**config.mk**
```make
export PLATFORM = sky130hd
export DESIGN_NAME = sar_se_ctrl
export DESIGN_NICKNAME = d
export VERILOG_FILES = /design/src/rtl/sar_ctrl_pkg.sv /design/src/rtl/sar_phase_seq.sv /design/src/rtl/sar_cap_switch.sv /design/src/rtl/sar_code_reg.sv /design/src/rtl/sar_se_ctrl.sv
export SDC_FILE = /design/constraint.sdc
export NUM_CORES = 1
export LEC_CHECK = 0
export BUFFER_PORTS_ARGS = -buffer_cell sky130_fd_sc_hd__buf_2
export CORE_AREA = 2 2 73 75
export CTS_CLUSTER_SIZE = 30
export DETAILED_ROUTE_END_ITERATION = 8
export DIE_AREA = 0 0 75 77
export GPL_TIMING_DRIVEN = 1
export REMOVE_ABC_BUFFERS = 1
export SYNTH_ARGS = -nofsm -noshare
export SYNTH_HDL_FRONTEND = slang
export SYNTH_SLANG_ARGS = --single-unit
export TNS_END_PERCENT = 10
```
**constraint.sdc**
```tcl
create_clock -name clk -period 1.75 [get_ports clk]
set_clock_uncertainty 0.1 [all_clocks]
set_input_delay 0.35 -clock clk [delete_from_list [all_inputs] [get_ports clk]]
set_output_delay 0.35 -clock clk [all_outputs]
set_load 0.01 [all_outputs]
```
**src/rtl/sar_ctrl_pkg.sv**
```systemverilog
package sar_ctrl_pkg;

  // Width of the phase counter for a frame of nbit comparisons plus one settle cycle.
  function automatic int ph_bits(input int nbit);
    return $clog2(nbit + 1);
  endfunction

  // Number of switched capacitors: the first and last decisions need no switch of their own.
  function automatic int cap_count(input int nbit);
    return nbit - 1;
  endfunction

endpackage

```
**src/rtl/sar_phase_seq.sv**
```systemverilog
module sar_phase_seq #(
  parameter int NBIT = 7,
  localparam int PH_W = sar_ctrl_pkg::ph_bits(NBIT)
) (
  input  logic            clk,
  input  logic            rst_n,
  input  logic            start_i,
  output logic [PH_W-1:0] ph_o,
  output logic            track_o,
  output logic            strobe_o,
  output logic            last_o,
  output logic            wrap_o
);

  localparam logic [PH_W-1:0] LAST_PH = PH_W'(NBIT);

  logic [PH_W-1:0] ph_q;
  logic [PH_W-1:0] ph_d;

  // next state: settle after the last comparison or on a realign strobe
  always_comb begin
    if (wrap_o) ph_d = '0;
    else        ph_d = ph_q + 1'b1;
  end

  always_ff @(posedge clk or negedge rst_n) begin
    if (!rst_n) ph_q <= '0;
    else        ph_q <= ph_d;
  end

  assign ph_o     = ph_q;
  assign last_o   = (ph_q == LAST_PH);
  assign wrap_o   = last_o | start_i;
  assign track_o  = (ph_q == '0);
  assign strobe_o = ~track_o;

  AST_FRAME_WRAP: assert property (@(posedge clk) disable iff (!rst_n)
    (last_o && !start_i) |=> track_o);

  AST_PHASE_STEP: assert property (@(posedge clk) disable iff (!rst_n)
    (!last_o && !start_i) |=> (ph_q == $past(ph_q) + 1'b1));

  AST_REALIGN_SETTLE: assert property (@(posedge clk) disable iff (!rst_n)
    start_i |=> track_o);

endmodule

```
**src/rtl/sar_cap_switch.sv**
```systemverilog
module sar_cap_switch #(
  parameter int NBIT = 7,
  localparam int PH_W = sar_ctrl_pkg::ph_bits(NBIT),
  localparam int NCAP = sar_ctrl_pkg::cap_count(NBIT)
) (
  input  logic            clk,
  input  logic            rst_n,
  input  logic [PH_W-1:0] ph_i,
  input  logic            strobe_i,
  input  logic            wrap_i,
  input  logic            comp_i,
  output logic [NCAP-1:0] up_o,
  output logic [NCAP-1:0] dn_o
);

  logic [NCAP-1:0] up_q;
  logic [NCAP-1:0] dn_q;

  for (genvar j = 0; j < NCAP; j++) begin : g_cap
    // comparison 1 decides the largest capacitor (index NCAP-1)
    localparam logic [PH_W-1:0] MY_PH = PH_W'(NCAP - j);

    logic set_en;
    logic ld_en;
    logic up_d;
    logic dn_d;

    assign set_en = strobe_i && (ph_i == MY_PH);
    assign ld_en  = wrap_i | set_en;

    always_comb begin
      if (wrap_i) begin
        up_d = 1'b0;
        dn_d = 1'b0;
      end else begin
        up_d = ~comp_i;
        dn_d = comp_i;
      end
    end

    always_ff @(posedge clk or negedge rst_n) begin
      if (!rst_n) begin
        up_q[j] <= 1'b0;
        dn_q[j] <= 1'b0;
      end else if (ld_en) begin
        up_q[j] <= up_d;
        dn_q[j] <= dn_d;
      end
    end
  end

  assign up_o = up_q;
  assign dn_o = dn_q;

  AST_ONE_CAP_PER_STEP: assert property (@(posedge clk) disable iff (!rst_n)
    strobe_i |-> ($countones(up_q | dn_q) == int'(ph_i) - 1));

endmodule

```
**src/rtl/sar_code_reg.sv**
```systemverilog
module sar_code_reg #(
  parameter int NBIT = 7,
  localparam int PH_W = sar_ctrl_pkg::ph_bits(NBIT)
) (
  input  logic            clk,
  input  logic            rst_n,
  input  logic [PH_W-1:0] ph_i,
  input  logic            strobe_i,
  input  logic            last_i,
  input  logic            start_i,
  input  logic            comp_i,
  output logic [NBIT-1:0] code_o,
  output logic            done_o
);

  logic [NBIT-1:1] dec_q;
  logic [NBIT-1:0] code_q;
  logic [NBIT-1:0] code_d;
  logic            load_en;
  logic            done_q;

  // decision of comparison k lands in bit NBIT-k; bit 0 is taken straight from the last compare
  for (genvar i = 1; i < NBIT; i++) begin : g_dec
    localparam logic [PH_W-1:0] MY_PH = PH_W'(NBIT - i);
    logic cap_en;

    assign cap_en = strobe_i && (ph_i == MY_PH);

    always_ff @(posedge clk or negedge rst_n) begin
      if (!rst_n)      dec_q[i] <= 1'b0;
      else if (cap_en) dec_q[i] <= comp_i;
    end
  end

  assign load_en = last_i && !start_i;
  assign code_d  = {dec_q, comp_i};

  always_ff @(posedge clk or negedge rst_n) begin
    if (!rst_n)       code_q <= '0;
    else if (load_en) code_q <= code_d;
  end

  always_ff @(posedge clk or negedge rst_n) begin
    if (!rst_n) done_q <= 1'b0;
    else        done_q <= load_en;
  end

  assign code_o = code_q;
  assign done_o = done_q;

  AST_DONE_SINGLE: assert property (@(posedge clk) disable iff (!rst_n)
    done_o |=> !done_o);

  AST_CODE_HOLD: assert property (@(posedge clk) disable iff (!rst_n)
    !done_o |-> $stable(code_o));

endmodule

```
**src/rtl/sar_se_ctrl.sv**
```systemverilog
module sar_se_ctrl #(
  parameter int NBIT = 7,
  localparam int PH_W = sar_ctrl_pkg::ph_bits(NBIT),
  localparam int NCAP = sar_ctrl_pkg::cap_count(NBIT)
) (
  input  logic            clk,
  input  logic            rst_n,
  input  logic            start_i,
  input  logic            comp_i,
  output logic [NCAP-1:0] dac_up_o,
  output logic [NCAP-1:0] dac_dn_o,
  output logic            track_o,
  output logic            cmp_strobe_o,
  output logic [NBIT-1:0] code_o,
  output logic            done_o
);

  logic [PH_W-1:0] ph;
  logic            strobe;
  logic            last;
  logic            wrap;

  sar_phase_seq #(.NBIT(NBIT)) u_seq (
    .clk      (clk),
    .rst_n    (rst_n),
    .start_i  (start_i),
    .ph_o     (ph),
    .track_o  (track_o),
    .strobe_o (strobe),
    .last_o   (last),
    .wrap_o   (wrap)
  );

  sar_cap_switch #(.NBIT(NBIT)) u_caps (
    .clk      (clk),
    .rst_n    (rst_n),
    .ph_i     (ph),
    .strobe_i (strobe),
    .wrap_i   (wrap),
    .comp_i   (comp_i),
    .up_o     (dac_up_o),
    .dn_o     (dac_dn_o)
  );

  sar_code_reg #(.NBIT(NBIT)) u_code (
    .clk      (clk),
    .rst_n    (rst_n),
    .ph_i     (ph),
    .strobe_i (strobe),
    .last_i   (last),
    .start_i  (start_i),
    .comp_i   (comp_i),
    .code_o   (code_o),
    .done_o   (done_o)
  );

  assign cmp_strobe_o = strobe;

  AST_SETTLE_CLEAR: assert property (@(posedge clk) disable iff (!rst_n)
    track_o |-> (dac_up_o == '0 && dac_dn_o == '0));

  AST_DONE_IN_SETTLE: assert property (@(posedge clk) disable iff (!rst_n)
    done_o |-> track_o);

  AST_STROBE_NOT_TRACK: assert property (@(posedge clk) disable iff (!rst_n)
    track_o |-> !cmp_strobe_o);

endmodule

```
After elaboration in Yosys (flattened, before gate mapping). Cells that the tools add are included.

Eq/ne operators: 7. Divide/modulo/power cells: 0. Magnitude comparators: 0. Bitwise logic cells: 9. Reduce and logical (&&, ||, !) cells: 9. Mux-type cells: 3. Shift-type cells: 0. Multipliers: 0. Add/sub/neg operators: 1.

Operators with widths (number): $eq 3x3->1 const B (4); $logic_and 1x1->1 (7); $or 1x1->1 (7); $eq 3x2->1 const B (2); $add 3x1->3 const B (1); $eq 3x1->1 const B (1); $logic_not 3->1 (1); $mux 3 (1); $mux 1 (2); $not 1->1 (2); $logic_not 1->1 (1).

Memory bits (read-only): 0. Memories: 0. Input bits: 4. Register bits after elaboration: 29. Latch bits: 0. Logic and storage cells: 50. Output and inout bits: 22. Memory bits (writable): 0.

Depth between registers and ports, before layout. Gate-level depths: netlist (run 1).

Depth in word-level cells: 4. Depth in mapped cells: 6. Gate-level depth less buffers: 6.

By module. A second synthesis (run 1) with hierarchy kept.

Cells, all modules: 95. Area total of the unflattened synthesis: 1333.8 um^2.

Modules (own cells, without submodules): sar_cap_switch (seq. area each 300.3 um^2, times used 1, cells each 46, area each 591.8 um^2); sar_code_reg (seq. area each 350.3 um^2, times used 1, cells each 35, area each 583.1 um^2); sar_phase_seq (seq. area each 75.1 um^2, times used 1, cells each 14, area each 158.9 um^2).

Least setup slack after synthesis (run 1). OpenSTA, ideal clock, no wires.

Kind: flip-flop to flip-flop. From: register u_seq.ph_q[0] (netlist: u_seq.ph_o[0]). To: register u_code.dec_q (netlist bit u_code.code_d[4]). Arrival: 1.540 ns. Stages on the path, launching flop included: 7. Setup time: 0.125 ns. Data required time: 1.525 ns. Slack: -0.014 ns. Clock period less this slack: 1.764 ns. Path buffers: 0. Cell sequence: dfrtp_1 > inv_1 > ha_1 > nor2b_1 > inv_1 > nand2_1 > mux2_2.

Cells in the longest elaborated chain, start to end: 3. Elaborated cells between the ends (all ways): 4. Classes of those cells: eq/ne (1); bitwise (1); reduce/logical (2).

RTL lines: start: declaration (line sar_phase_seq.sv:17) `logic [PH_W-1:0] ph_q;`; start signal: assignment (line sar_phase_seq.sv:28) `else ph_q <= ph_d;`; $logic_not 3->1 (line sar_phase_seq.sv:34) `assign track_o = (ph_q == '0);`; net track_o (line sar_se_ctrl.sv:12) `output logic track_o,`; $not 1->1 (line sar_phase_seq.sv:35) `assign strobe_o = ~track_o;`; net cmp_strobe_o (line sar_se_ctrl.sv:13) `output logic cmp_strobe_o,`; $logic_and 1x1->1 (line sar_code_reg.sv:27) `assign cap_en = strobe_i && (ph_i == MY_PH);`; end signal: indexed assignment (line sar_code_reg.sv:31) `else if (cap_en) dec_q[i] <= comp_i;`; end: declaration (line sar_code_reg.sv:16) `logic [NBIT-1:1] dec_q;`.

The timed path passes the listed nets, and every way through them passes these cells. A chain may end at the register's enable or synchronous reset.

Worst setup path in the final report (run 1).
From: register u_seq.ph_q[0] (netlist: u_seq.ph_o[0]). To: output cmp_strobe_o.

Cells in the longest elaborated chain, start to end: 2.

RTL lines (line): $logic_not 3->1 (sar_phase_seq.sv:34); $not 1->1 (sar_phase_seq.sv:35); end: declaration (sar_se_ctrl.sv:13).

No other way between the ends.

==> flow_metrics.env, run 1 <==
export IMPL_post_route_drc_count=0
export IMPL_clockBufferDepth=2
export IMPL_violations="negative hold slack"
export IMPL_async_reset_ff_share_pct=100
export IMPL_netlist_instances=101
export IMPL_clk_latency_ns=0.28
export IMPL_rsz0062_at_grt="true"
export IMPL_synth_compound_area_share_pct=5.93
export IMPL_cts_sinks=29
export IMPL_setup_slack_ns=0.0554
export IMPL_numCtsBuffers=5
export IMPL_synth_xor_area_share_pct=0
export IMPL_hold_viol=26
export IMPL_crit_path_end_kind="primary output"
export IMPL_grt_pass1_vias=893
export IMPL_setup_violations=0
export IMPL_finalCritPeriodShare_pct=96.8
export IMPL_drt_wl_total_um=2480
export IMPL_status="finished with violations"
export IMPL_grt_use_total_pct=10.3
export IMPL_dp_hpwl_um=1750
export IMPL_path_clk_slew_ns=0.06
export IMPL_io_pins=26
export IMPL_critPathMaxStageDelay_ns=0.42
export IMPL_crit_type="flip-flop to primary output"
export IMPL_layout_nets=146
export IMPL_synth_top_area_share_pct=59.3
export IMPL_yosys_area_share_simple_pct=14.0
export IMPL_synth_area_mux_share_pct=11.5
export IMPL_drt_pass1_iterations=4
export IMPL_diodes=0
export IMPL_yosysSeqAreaShare_pct=59.3
export IMPL_finalCriticalPeriod_ns=1.69
export IMPL_first_iter_violations=59
export IMPL_hold_buffers=0
export IMPL_core_area_mm2=0.00498
export IMPL_die_width_um=75
export IMPL_p_leak_nw=0.847
export IMPL_avgSynthCellArea_um2=12.1
export IMPL_layout_area_overhead_vs_synth_pct=30.1
export IMPL_postRouteAntennaNets=0
export IMPL_yosysTopAreaCell="dfrtp_1"
export IMPL_cts_tree="built"
export IMPL_place_ws_ns=0.0899
export IMPL_yosysMostFrequentCell="dfrtp_1"
export IMPL_powerDensity_mw_per_mm2=985
export IMPL_detailroute_via_count=839
export IMPL_antenna_found_initial=0
export IMPL_dieHeight_um=77
export IMPL_num_fill_cells=521
export IMPL_synth_ff_type="dfrtp_1"
export IMPL_synthTopCellsByCount="dfrtp_1 (29), nand2_1 (10), mux2_2 (8)"
export IMPL_syn_cell_area_mm2=0.00122
export IMPL_start_util_pct=24.6
export IMPL_hold_class="input pin to async pin"
export IMPL_h_tree_depth=2
export IMPL_drv_slew=0
export IMPL_worstMarginPinSlew_ns=0.631
export IMPL_drv_cap=0
export IMPL_arrival_ns=1.24
export IMPL_synth_seq_cells=29
export IMPL_worstSetupStartpointType="flip-flop"
export IMPL_port_buffer_count=25
export IMPL_ys_top_cells_by_area="dfrtp_1 (59%), mux2_2 (7.4%), ha_1 (6.1%)"
export IMPL_grt_max_degree=30
export IMPL_routedWlPerCell_um=12.0
export IMPL_vias_per_cell=4.05
export IMPL_cp_slowest_cell="dfrtp_1"
export IMPL_holdWs_ns=-0.0131
export IMPL_cts_root_buf="clkbuf_8"
export IMPL_cpMostUsedCell="inv_2"
export IMPL_synth_top_family_by_area="simple AND/OR/NAND/NOR gates"
export IMPL_grt_pass1_wl_um=4310
export IMPL_gr_total_overflow=0
export IMPL_drive_gt1_share_pct=46.0
export IMPL_crit_required_ns=1.30
export IMPL_crit_chain="inv_2, ha_4, nor2b_4, inv_2, buf_6"
export IMPL_relSlewSlack_pct=57.9
export IMPL_irDropWorstVdd_mv=0.253
export IMPL_ys_warn_count=0
export IMPL_fmax_ghz=0.590
export IMPL_die_area_mm2=0.00578
export IMPL_ys_types=21
export IMPL_synth_fa_ha_area_share_pct=6.13
export IMPL_cp_max_fo=4
export IMPL_num_rows=26
export IMPL_globalplace_congestion=0.793
export IMPL_synth_edff_count=0
==> what timing repair did <==
item | in CTS | in global routing
endpoints found under the setup margin | 2 | 14
pin swaps | 1 | 1
hold endpoints to repair | 0 | 0
setup buffers | 1 | 2
resized for setup | 6 | 7
==> through the flow <==
stage,total power (W),setup TNS (ns),cells,util [%],area [um^2]
2_1_floorplan,0.000941,-0.0143,97,-,1200
3_3_place_gp,0.00103,0,196,29.0,1440
3_5_place_dp,0.00103,0,196,29.0,1440
4_1_cts,0.00158,0,205,31.2,1550
5_1_grt,0.00167,-0.0117,207,32.0,1590
6_report,0.00157,0,207,32.0,1590
==> layout make-up <==
type | instances | area (um^2) | area share, %
clock inverters | 2 | 10.0 | 0.629
flip-flops and latches | 29 | 726 | 45.6
clock buffers | 6 | 72.6 | 4.56
well taps | 70 | 87.6 | 5.50
inverters | 4 | 15.0 | 0.943
repair buffers | 32 | 184 | 11.6
multi-input cells | 64 | 497 | 31.2
==> power by group <==
part	internal, W	switching [W]
sequential	0.000757	0.0000480
clock	0.000275	0.000244
combinational	0.000134	0.000110
==> kinds of logic (layout without fill, tap and decap cells) <==
| group | after synthesis | after routing |
|---|---|---|
| fa+ha+maj | 6 | 6 |
| simple gates | 33 | 33 |
| compound gates | 13 | 13 |
| mux | 12 | 12 |
| buf+inv | 8 | 44 |
| flops | 29 | 29 |
==> metal layers <==
metal	routed length [um]	vias to the layer above	global-route usage, %
met3	161	7	4.99
met1	1140	408	12.3
met2	1130	19	15.2
met5	0	-	0
li1	-	405	-
met4	49	0	4.82
==> flip-flops by register name, summed over array words and instances, names as in the netlist <==
signal and flops:
u_caps.dn_o 6, u_caps.up_o 6, u_code.code_d 6, u_code.done_o 1, u_code.code_o 7, u_seq.ph_o 3
==> cells in the final DEF (no fill, tap or decap), drive strengths merged, types with 3 or more instances in the layout <==
master,synthesis,final
nand2,10,10
inv,4,4
clkbuf,2,6
o21ai,4,4
ha,6,6
and3,3,3
nor2,6,6
a21oi,6,6
nand3,4,4
a21o,3,3
dfrtp,29,29
or2,4,4
mux2,10,10
buf,2,32
==> path summary, 6_finish.rpt <==
path                                                    from                      endpoint  slack (ns)  depth (start not counted)
worst min register to register  u_code.code_d[2]$_DFFE_PN0P_  u_code.code_d[2]$_DFFE_PN0P_        0.38                          1
max in group asynchronous                              rst_n    u_caps.dn_o[5]$_DFFE_PN0P_        1.15                          1
worst max register to register       u_seq.ph_o[0]$_DFF_PN0_  u_code.code_d[5]$_DFFE_PN0P_        0.07                          5
worst max-delay path                 u_seq.ph_o[0]$_DFF_PN0_                  cmp_strobe_o        0.06                          5
worst min-delay path                                   rst_n  u_code.code_o[5]$_DFFE_PN0P_       -0.01                          1
min in group clk                                     start_i       u_seq.ph_o[1]$_DFF_PN0_        0.35                          3
==> critical path, delay by kind of cell (launching register included) <==
family | cells | cell delay (ns)
DFF | 1 | 0.42
adders and majority gates | 1 | 0.14
and+or+nand+nor | 1 | 0.15
buffers and inverters | 3 | 0.27
No activity file was read; power rests on OpenSTA's default activity.
==> inputs of run 2 (changes only) <==
--- a/config.mk
+++ b/config.mk
@@ -6,13 +6,14 @@
 export NUM_CORES = 1
 export LEC_CHECK = 0
 export BUFFER_PORTS_ARGS = -buffer_cell sky130_fd_sc_hd__buf_2
-export CORE_AREA = 2 2 73 75
+export CORE_AREA = 2 2 77 79
 export CTS_CLUSTER_SIZE = 30
 export DETAILED_ROUTE_END_ITERATION = 8
-export DIE_AREA = 0 0 75 77
+export DIE_AREA = 0 0 79 81
 export GPL_TIMING_DRIVEN = 1
 export REMOVE_ABC_BUFFERS = 1
 export SYNTH_ARGS = -nofsm -noshare
 export SYNTH_HDL_FRONTEND = slang
+export SYNTH_HIERARCHICAL = 1
 export SYNTH_SLANG_ARGS = --single-unit
 export TNS_END_PERCENT = 10
==> constraint.sdc (replaced) <==
create_clock -name clk -period 1.72 [get_ports clk]
set_clock_uncertainty 0.1 [all_clocks]
set_input_delay 0.344 -clock clk [delete_from_list [all_inputs] [get_ports clk]]
set_output_delay 0.344 -clock clk [all_outputs]
set_load 0.01 [all_outputs]
==> run 2 against run 1 <==
  * Critical endpoint is now u_code/code_o[5]$_DFFE_PN0P_
  * Sequential power rose by 0.5%
  * Count of clock-buffer cells in the layout rose by 1
  * Worst setup slack improved by 0.010 ns
  * Largest power group unchanged
  * The flow still finishes with violations (negative hold slack)
==> flow_metrics.env, run 2 <==
export IMPL_cts_tree="built"
export IMPL_post_route_drc_count=0
export IMPL_postRouteAntennaNets=0
export IMPL_detailroute_via_count=870
export IMPL_die_width_um=79
export IMPL_synthTopCellsByCount="dfrtp_1 (29), nand2b_1 (14), mux2i_1 (12)"
export IMPL_crit_type="flip-flop to flip-flop"
export IMPL_globalplace_congestion=0.692
export IMPL_layout_commonest_cell="dfrtp_1"
export IMPL_rrSetupSlack_ns=0.07
export IMPL_drv_cap=0
export IMPL_syn_cell_area_mm2=0.00133
export IMPL_holdWs_ns=-0.0122
export IMPL_port_buffer_count=25
export IMPL_netlist_instances=95
export IMPL_start_util_pct=23.5
export IMPL_timing_rr_start="u_seq/ph_o[1]$_DFF_PN0_"
export IMPL_num_rows=28
export IMPL_layout_area_overhead_vs_synth_pct=33.8
export IMPL_crit_required_ns=1.78
export IMPL_fmax_ghz=0.604
export IMPL_seq_area_um2=726
export IMPL_clockBufferDepth=2
export IMPL_antenna_found_initial=0
export IMPL_crit_path_end_kind="flip-flop"
export IMPL_irDropWorstVdd_mv=0.243
export IMPL_dp_hpwl_um=1910
export IMPL_grt_max_degree=30
export IMPL_multiInputGateArea_um2=648
export IMPL_numCtsBuffers=5
export IMPL_rsz0062_at_grt="true"
export IMPL_drt_wl_total_um=2710
export IMPL_synth_seq_cells=29
export IMPL_p_leak_nw=0.879
export IMPL_routedWlPerCell_um=12.9
export IMPL_finalCritPeriodShare_pct=96.2
export IMPL_worstRegToRegCells=6
export IMPL_hold_class="input pin to async pin"
export IMPL_yosysTopAreaCell="dfrtp_1"
export IMPL_ys_types=19
export IMPL_place_ws_ns=-0.111
export IMPL_setup_violations=0
export IMPL_cts_sinks=29
export IMPL_ys_warn_count=6
export IMPL_avgSynthCellArea_um2=14.0
export IMPL_worstMarginPinSlew_ns=0.638
export IMPL_largest_reg_flops=7
export IMPL_num_fill_cells=593
export IMPL_powerDensity_mw_per_mm2=955
export IMPL_grt_use_total_pct=9.48
export IMPL_yosysMostFrequentCell="dfrtp_1"
export IMPL_regToRegEndpoint="u_code/code_o[5]$_DFFE_PN0P_"
export IMPL_dieHeight_um=81
export IMPL_placed_cell_area_mm2=0.00161
export IMPL_worstSetupStartpointType="flip-flop"
export IMPL_cts_root_buf="clkbuf_8"
export IMPL_arrival_ns=1.71
export IMPL_synth_edff_count=0
export IMPL_diodes=0
export IMPL_drt_pass1_iterations=4
export IMPL_violations="negative hold slack"
export IMPL_relSlewSlack_pct=57.5
export IMPL_drive_gt1_share_pct=50.4
export IMPL_h_tree_depth=2
export IMPL_grt_pass1_wl_um=4610
export IMPL_synth_top_area_share_pct=54.4
export IMPL_layout_nets=141
export IMPL_async_reset_ff_share_pct=100
export IMPL_drv_slew=0
export IMPL_hold_viol=28
export IMPL_hold_buffers=0
export IMPL_core_area_mm2=0.00568
export IMPL_first_iter_violations=15
export IMPL_yosysSeqAreaShare_pct=54.4
export IMPL_io_pins=26
export IMPL_die_area_mm2=0.00640
export IMPL_synth_ff_type="dfrtp_1"
export IMPL_setup_slack_ns=0.0657
export IMPL_finalCriticalPeriod_ns=1.65
export IMPL_clk_latency_ns=0.27
export IMPL_grt_pass1_vias=942
export IMPL_path_clk_slew_ns=0.06
export IMPL_final_cell_area_mm2=0.00178
export IMPL_vias_per_cell=4.14
export IMPL_cp_max_fo=8
export IMPL_status="finished with violations"
export IMPL_ys_top_cells_by_area="dfrtp_1 (54%), mux2i_1 (9.0%), mux2_2 (8.4%)"
export IMPL_gr_total_overflow=0
export IMPL_final_cell_mix="dfrtp_1 (29), buf_2 (25), nand2b_1 (12), mux2i_1 (12), mux2_2 (9)"
run 2: cell types whose count changed in the layout (fill, tap and decap cells not counted), moves of 4 or more:
cell / previous run / this run
nand2_1: 10 / 0
mux2i_1: 2 / 12
a21oi_1: 6 / 0
or2_2: 4 / 0
nand3_1: 4 / 0
nand2b_1: 0 / 12
nor2_1: 5 / 0
nand4b_1: 0 / 5
run 2: area by class of cell:
class	instances	share of cell area (%)
clock inverter	1	0.281
multi-input combinational	61	36.3
inverter	2	0.421
tap	75	5.26
timing repair buffer	35	11.6
clock buffer	7	5.40
sequential	29	40.7
run 2: worst max path at each step:
stage	slack (ns)	from	depth (start not counted)	endpoint
global route	-0.01	u_seq/ph_o[1]$_DFF_PN0_	6	u_code/code_o[3]$_DFFE_PN0P_
global placement	0.009	u_seq/ph_o[1]$_DFF_PN0_	5	u_caps/up_o[0]$_DFFE_PN0P_
CTS	-0.01	u_seq/ph_o[1]$_DFF_PN0_	6	u_code/code_o[3]$_DFFE_PN0P_
floorplan	-0.18	u_seq/ph_o[0]$_DFF_PN0_	4	u_code/code_o[0]$_DFFE_PN0P_
finish	0.07	u_seq/ph_o[1]$_DFF_PN0_	6	u_code/code_o[5]$_DFFE_PN0P_
detailed placement	-0.11	u_seq/ph_o[0]$_DFF_PN0_	5	u_caps/up_o[2]$_DFFE_PN0P_
run 2: logic make-up (layout without fill, tap and decap cells):
logic type    count (synthesis)  after routing  synth area share [%]
buf+inv                       5             45                  1.59
simple gates                 33             33                  20.4
flops                        29             29                  54.4
mux                          25             25                  20.8
fa+ha+maj                     3              3                  2.81
run 2: metrics by stage:
step	util, %	hold WS [ns]	std cells	power, W	TNS (ns)
2_1_floorplan	-	-0.0516	92	0.000977	-2.38
6_report	31.4	-0.0122	210	0.00170	0
3_5_place_dp	28.3	0.308	201	0.00109	-0.430
3_3_place_gp	28.3	0.284	201	0.00108	0
4_1_cts	30.4	0.00416	209	0.00171	-0.0649
5_1_grt	31.4	0.0340	210	0.00181	-0.0414
run 2: critical path: stages, from the launching register on:
cell	delay, ns
dfrtp_1	0.39
ha_2	0.21
ha_4	0.14
buf_6	0.10
nor2b_4	0.13
buf_6	0.14
mux2_2	0.33
run 2: metal layers:
| layer | global-route usage, % | vias to the layer above | wire, um |
|---|---|---|---|
| met3 | 3.44 | 6 | 158 |
| li1 | - | 415 | - |
| met2 | 15.6 | 22 | 1290 |
| met1 | 11.4 | 427 | 1220 |
| met5 | 0 | - | 0 |
| met4 | 3.62 | 0 | 44 |
run 2: power by group:
group          internal, W  switching (W)  leakage [nW]
sequential        0.000764      0.0000441         0.389
clock             0.000360       0.000240        0.0542
combinational     0.000169       0.000125         0.436
run 2: repair_timing:
action / in CTS / in global routing
gates resized for setup: 5 / 12
endpoints found under the setup margin: 19 / 21
endpoints found under the hold margin: 0 / 0
setup buffers: 0 / 1
pin swaps: 1 / 1
